<file path="config.mk">
export PLATFORM = sky130hd
export DESIGN_NAME = irq_present_unit
export DESIGN_NICKNAME = d
export VERILOG_FILES = /design/src/rtl/irq_present_pkg.sv /design/src/rtl/ipp_proc_stage.sv /design/src/rtl/ipp_offer_stage.sv /design/src/rtl/irq_present_unit.sv
export SDC_FILE = /design/constraint.sdc
export NUM_CORES = 1
export LEC_CHECK = 0
export BUFFER_PORTS_ARGS = -buffer_cell sky130_fd_sc_hd__buf_2
export CAP_MARGIN = 20
export CORE_ASPECT_RATIO = 1.4
export CORE_MARGIN = 1.5
export CORE_UTILIZATION = 53
export DETAILED_ROUTE_END_ITERATION = 8
export GPL_TIMING_DRIVEN = 0
export PLACE_DENSITY = 0.86
export SETUP_SLACK_MARGIN = 0.3
export SYNTH_ARGS = -nofsm -noshare
export SYNTH_HDL_FRONTEND = slang
export SYNTH_SLANG_ARGS = --single-unit
</file>
<file path="constraint.sdc">
create_clock -name clk -period 5.3 [get_ports clk]
set_input_delay 1.06 -clock clk [delete_from_list [all_inputs] [get_ports clk]]
set_output_delay 1.06 -clock clk [all_outputs]
set_load 0.03 [all_outputs]
</file>
<file path="src/rtl/irq_present_pkg.sv">
package irq_present_pkg;

    localparam int PRIO_W = 8;
    localparam int SRC_W  = 24;
    localparam int REG_W  = PRIO_W + SRC_W;

    typedef logic [PRIO_W-1:0] prio_t;
    typedef logic [SRC_W-1:0]  src_t;

    // Request word: threshold on top, waiting source below.
    typedef struct packed {
        prio_t cppr;
        src_t  src;
    } req_t;

    // Complete server state.
    typedef struct packed {
        req_t  req;
        prio_t pend;
        prio_t ipi;
    } srv_t;

    // A notice to the source controller.
    typedef struct packed {
        logic valid;
        src_t src;
    } note_t;

    // Result of one state-transforming step.
    typedef struct packed {
        srv_t  s;
        note_t rej;
    } step_t;

    function automatic logic is_pending(srv_t s);
        return s.req.src != '0;
    endfunction

    // IPI competes against whatever is waiting.
    function automatic step_t ipi_check(srv_t s, src_t ipi_src);
        step_t r;
        r.s   = s;
        r.rej = '0;
        if (!(is_pending(s) && (s.pend <= s.ipi))) begin
            if (is_pending(s)) begin
                r.rej.valid = 1'b1;
                r.rej.src   = s.req.src;
            end
            r.s.req.src = ipi_src;
            r.s.pend    = s.ipi;
        end
        return r;
    endfunction

    // IPI check gated by the threshold.
    function automatic step_t gated_ipi(srv_t s, src_t ipi_src);
        step_t r;
        r.s   = s;
        r.rej = '0;
        if (s.ipi < s.req.cppr) begin
            r = ipi_check(s, ipi_src);
        end
        return r;
    endfunction

endpackage

</file>
<file path="src/rtl/ipp_proc_stage.sv">
module ipp_proc_stage
    import irq_present_pkg::*;
#(
    parameter src_t IPI_SRC = 24'd2
) (
    input  srv_t  cur,
    input  logic  cppr_wr,
    input  prio_t cppr_val,
    input  logic  ipi_wr,
    input  prio_t ipi_val,
    input  logic  accept_rd,
    input  logic  eoi_wr,
    input  req_t  eoi_val,
    output srv_t  nxt,
    output note_t rej,
    output note_t eoi,
    output logic  resend
);

    always_comb begin
        step_t st;
        st.s   = cur;
        st.rej = '0;
        eoi    = '0;
        resend = 1'b0;
        if (cppr_wr) begin
            st.s.req.cppr = cppr_val;
            if (cppr_val < cur.req.cppr) begin
                if (is_pending(cur) && (cppr_val <= cur.pend)) begin
                    st.rej.valid  = 1'b1;
                    st.rej.src    = cur.req.src;
                    st.s.req.src  = '0;
                end
            end else begin
                st     = gated_ipi(st.s, IPI_SRC);
                resend = 1'b1;
            end
        end else if (ipi_wr) begin
            st.s.ipi = ipi_val;
            st       = gated_ipi(st.s, IPI_SRC);
        end else if (accept_rd) begin
            st.s.req.cppr = cur.pend;
            st.s.req.src  = '0;
        end else if (eoi_wr) begin
            st.s.req.cppr = eoi_val.cppr;
            eoi.valid     = 1'b1;
            eoi.src       = eoi_val.src;
            st            = gated_ipi(st.s, IPI_SRC);
            resend        = 1'b1;
        end
        nxt = st.s;
        rej = st.rej;
    end

endmodule

</file>
<file path="src/rtl/ipp_offer_stage.sv">
module ipp_offer_stage
    import irq_present_pkg::*;
(
    input  srv_t  cur,
    input  logic  offer_valid,
    input  src_t  offer_src,
    input  prio_t offer_prio,
    output srv_t  nxt,
    output note_t rej
);

    logic refuse;

    always_comb begin
        refuse = (offer_prio >= cur.req.cppr) ||
                 (is_pending(cur) && (cur.pend <= offer_prio));
        nxt = cur;
        rej = '0;
        if (offer_valid) begin
            if (refuse) begin
                rej.valid = 1'b1;
                rej.src   = offer_src;
            end else begin
                if (is_pending(cur)) begin
                    rej.valid = 1'b1;
                    rej.src   = cur.req.src;
                end
                nxt.req.src = offer_src;
                nxt.pend    = offer_prio;
            end
        end
    end

endmodule

</file>
<file path="src/rtl/irq_present_unit.sv">
module irq_present_unit
    import irq_present_pkg::*;
#(
    parameter src_t IPI_SRC = 24'd2
) (
    input  logic              clk,
    input  logic              rst,
    input  logic              offer_valid,
    input  logic [SRC_W-1:0]  offer_src,
    input  logic [PRIO_W-1:0] offer_prio,
    input  logic              cppr_wr,
    input  logic [PRIO_W-1:0] cppr_val,
    input  logic              ipi_wr,
    input  logic [PRIO_W-1:0] ipi_val,
    input  logic              accept_rd,
    input  logic              eoi_wr,
    input  logic [REG_W-1:0]  eoi_val,
    output logic [REG_W-1:0]  accept_value,
    output logic              irq_out,
    output logic              rej_proc_valid,
    output logic [SRC_W-1:0]  rej_proc_src,
    output logic              rej_offer_valid,
    output logic [SRC_W-1:0]  rej_offer_src,
    output logic              eoi_valid,
    output logic [SRC_W-1:0]  eoi_src,
    output logic              resend_valid
);

    srv_t  state_q, mid_s, next_s;
    note_t rej_p_d, rej_o_d, eoi_d;
    note_t rej_p_q, rej_o_q, eoi_q;
    logic  resend_d, resend_q, irq_q;

    // Processor operation is applied first, the offer second.
    ipp_proc_stage #(.IPI_SRC(IPI_SRC)) u_proc (
        .cur       (state_q),
        .cppr_wr   (cppr_wr),
        .cppr_val  (cppr_val),
        .ipi_wr    (ipi_wr),
        .ipi_val   (ipi_val),
        .accept_rd (accept_rd),
        .eoi_wr    (eoi_wr),
        .eoi_val   (req_t'(eoi_val)),
        .nxt       (mid_s),
        .rej       (rej_p_d),
        .eoi       (eoi_d),
        .resend    (resend_d)
    );

    ipp_offer_stage u_offer (
        .cur         (mid_s),
        .offer_valid (offer_valid),
        .offer_src   (offer_src),
        .offer_prio  (offer_prio),
        .nxt         (next_s),
        .rej         (rej_o_d)
    );

    always_ff @(posedge clk) begin
        if (rst) begin
            state_q.req  <= '0;
            state_q.pend <= '0;
            state_q.ipi  <= '1;
            irq_q        <= 1'b0;
            rej_p_q      <= '0;
            rej_o_q      <= '0;
            eoi_q        <= '0;
            resend_q     <= 1'b0;
        end else begin
            state_q  <= next_s;
            irq_q    <= is_pending(next_s);
            rej_p_q  <= rej_p_d;
            rej_o_q  <= rej_o_d;
            eoi_q    <= eoi_d;
            resend_q <= resend_d;
        end
    end

    assign accept_value    = state_q.req;
    assign irq_out         = irq_q;
    assign rej_proc_valid  = rej_p_q.valid;
    assign rej_proc_src    = rej_p_q.src;
    assign rej_offer_valid = rej_o_q.valid;
    assign rej_offer_src   = rej_o_q.src;
    assign eoi_valid       = eoi_q.valid;
    assign eoi_src         = eoi_q.src;
    assign resend_valid    = resend_q;

endmodule

</file>
==> metrics <==
outcome complete, no violations; area fraction of the dominant cell type after synthesis a little under two fifths; GP Congestion 0.941; count of final setup violators 0; final net count ~1.1k; Post-synth top cells 125 x dfxtp_1, 68 x ha_1, 58 x inv_1; Yosys cell types 51; register area share after synthesis 37.2%; synthesized area per cell 9.03 um^2; cell family with most CP delay compound AO/OA/AOI/OAI gates; DR pass1 iterations 7; Die Height about 140 um; Max Clock Skew roughly 0.017 ns; startpoint types primary input; Synth area leaders dfxtp_1 37%, ha_1 13%, mux2i_1 5.1%; max_slew headroom around 33%; ys async rst share 0%; total wire length 19,200 um; GRT Resource Usage Total ~28%; busiest metal layer after global routing met2; path depth of the worst reg2reg path 22; Worst setup startpoint ipi_val[1]; Hold Vio Cnt, Final 0; Top Ports between 150 and 200; crit path DAT between 5 and 6 ns; r2r startpoint accept_value[26]; Non-Filler Instances roughly 1.1k; M3 GR Usage between 4 and 5%; clock sink count 125; Mapped Cells 745; CTS root buf clkbuf_16; Post-DRT Antenna Nets 0; Yosys reg bits roughly 130; RSZ-0062 raised after global routing false; Main synth FF type dfxtp_1; Initial Util a little over half; R2R setup slack slightly above 0.8 ns; WS Path Type in -> reg; max-cap violations 0; H-tree depth 4; vias in the first global route 5,935; Detailed Place HPWL 15,200 um; number of enable flip-flop cells after synthesis 0; Worst Max-Slew Pin Slew approximately 1 ns; GRT overflow 0; most numerous cell in the Yosys netlist dfxtp_1; Lkg Pwr about 4.2 nW; area of the multi-input gates approximately 3600 um^2; chip width a little under 100 um; Peak Freq between 0.2 and 0.25 GHz; Req. time, crit path 5.64 ns; critical path's slowest cell a211oi_1; antenna cells 0; Mapped Area a little under 7000 um^2; drt via density 5.64; PortBufs around 190; met1 usage just over 30%; fin crit share 90.4%; fin. max-slew vios 0; crit path max fanout 10; initial antenna violation count 0; CTS tree done; clk buf depth 2; Peak VDD IR 0.271 mV; vias after detailed routing between 6k and 7k; minimum clock period roughly 4.8 ns; largest net degree at the start of global routing 17; Worst-path clk slew 0.06 ns; placed insts between 1k and 1.5k; DRC Markers 0; synth-to-layout area growth 26.5%; initial DRC count 298; Core Footprint 12,400 um^2; slowest stage delay, CP 0.41 ns; final hold slack ~0.53 ns; die footprint ~13,000 um^2; endpoint class of the critical path flip-flop; Worst setup endpoint accept_value[16]; first-pass GRT wire length 29,600 um; Hold Buf Count CTS 0; post-synth net total 900; Cell Chain, Critical Path buf_2, inv_1, ha_1, nor2b_1, o211ai_1, a211oi_1, o31ai_2, or2_2, clkbuf_1, o22ai_2, a21oi_1, ha_1, nor2b_1, o21a_1, o21a_1, o21ai_0, a31o_2, nor2_1, a21o_1, buf_6, buf_6, mux2i_1; leading area contributor after synthesis dfxtp_1; PwrDens approximately 480 nW/um^2; TritonCTS buffer count 17; Critical path buffers and inverters 5; Synth warnings 0; layout cell share with drive strength beyond 1 between 30% and 40%; Crit path depth 22; FF/Latch Area roughly 2500 um^2; Avg WL per Cell 17.1 um; r2r endpoint accept_value[16]; Clock Latency Late Sink 0.42 ns; Rows 48; filler instances a little over 1k; met2 Usage GRT between 50% and 60%; Hold WC Path Type reg -> reg
[sequential cells by signal (all words and copies together), names as in the netlist]
| signal | count |
|---|---|
| rej_proc_src | 24 |
| rej_proc_valid | 1 |
| accept_value | 32 |
| state_q | 16 |
| rej_offer_src | 24 |
| irq_out | 1 |
| resend_valid | 1 |
| rej_offer_valid | 1 |
| eoi_valid | 1 |
| eoi_src | 24 |
[worst register-to-register path, delay by kind of cell, from the launching register on]
family          cells  cell delay (ns)
flops               1             0.39
buf+inv             5             0.79
simple gates        3             0.68
fa+ha+maj           2             0.60
mux                 1             0.22
compound gates     11             1.72
[stage by stage]
| stage | total power [W] | cell area (um^2) | TNS [ns] | utilization [%] | setup WS [ns] |
|---|---|---|---|---|---|
| 6_report | 0.00405 | 8510 | 0 | 68.8 | 0.506 |
| 5_1_grt | 0.00425 | 8510 | 0 | 68.8 | 0.338 |
| 4_1_cts | 0.00402 | 8440 | 0 | 68.2 | 0.368 |
| 3_5_place_dp | 0.00294 | 7880 | -9.21 | 63.7 | -0.306 |
| 3_3_place_gp | 0.00290 | 7880 | -7.15 | 63.7 | -0.263 |
| 2_1_floorplan | 0.00249 | 6730 | 0 | - | 0.695 |
[how the worst min path moves through the flow]
stage | to | from | slack [ns] | cells past startpoint
CTS | rej_proc_src[16] | accept_value[16] | 0.52 | 1
finish | rej_proc_src[5] | accept_value[5] | 0.53 | 1
floorplan | accept_value[15] | accept_value[15] | 0.48 | 2
global route | rej_proc_src[20] | accept_value[20] | 0.55 | 1
detailed placement | rej_proc_src[16] | accept_value[16] | 0.52 | 1
global placement | accept_value[16] | accept_value[16] | 0.50 | 2
[cells by family (layout without fill, tap and decap cells)]
| group | count (synthesis) | after routing | share of synthesized area [%] |
|---|---|---|---|
| flip-flops | 125 | 125 | 37.2 |
| buffers and inverters | 125 | 355 | 9.47 |
| multiplexers | 34 | 34 | 5.06 |
| AO/OA/AOI/OAI | 162 | 162 | 18.1 |
| adder cells (fa/ha/maj) | 68 | 68 | 12.6 |
| AND/OR/NAND/NOR | 231 | 231 | 17.5 |
[power breakdown]
part / internal [W] / switching, W
combinational: 0.000708 / 0.00104
sequential: 0.00109 / 0.000152
clock: 0.000619 / 0.000451
total: 0.00241 / 0.00164
[routing by layer]
metal,share of wire [%],routed length [um],up-vias
li1,-,-,3061
met1,38,7300,2940
met2,51,9820,276
met3,5.3,1030,71
met4,5.7,1100,0
met5,0,0,-
[cell usage in the layout, fill, tap and decap left out, types with 4 or more instances in the layout]
| cell | instances |
|---|---|
| a2111oi_0 | 6 |
| nand2_1 | 51 |
| nor2b_1 | 10 |
| clkbuf_16 | 17 |
| o21ai_1 | 4 |
| inv_1 | 58 |
| o21ai_0 | 13 |
| a22o_1 | 22 |
| a211oi_1 | 9 |
| buf_2 | 194 |
| inv_6 | 5 |
| nor2_1 | 38 |
| nand4_1 | 13 |
| o211ai_1 | 13 |
| nor4_1 | 13 |
| dfxtp_1 | 125 |
| nand3_1 | 31 |
| clkbuf_1 | 25 |
| a211oi_2 | 5 |
| ha_1 | 68 |
| nor3_1 | 12 |
| buf_6 | 6 |
| a21o_1 | 9 |
| a21oi_1 | 38 |
| mux2i_1 | 34 |
| clkinvlp_4 | 5 |
| o22ai_1 | 7 |
| a211o_1 | 10 |
| buf_4 | 37 |
| and2_1 | 49 |
[what timing repair did]
item / CTS / global route
pin swaps: 0 / 4
setup endpoints to repair: 50 / 56
setup buffers: 0 / 5
resized for setup: 3 / 11
[cell type report]
cell class / count / area share, %
Buffer: 66 / 4.94
Clock buffer: 19 / 5.21
Clock inverter: 13 / 1.25
Inverter: 59 / 2.60
Multi-Input combinational cell: 495 / 42.6
Sequential cell: 125 / 29.4
Tap cell: 150 / 2.21
Timing Repair Buffer: 198 / 11.8
(Power assumes the default switching activity.)
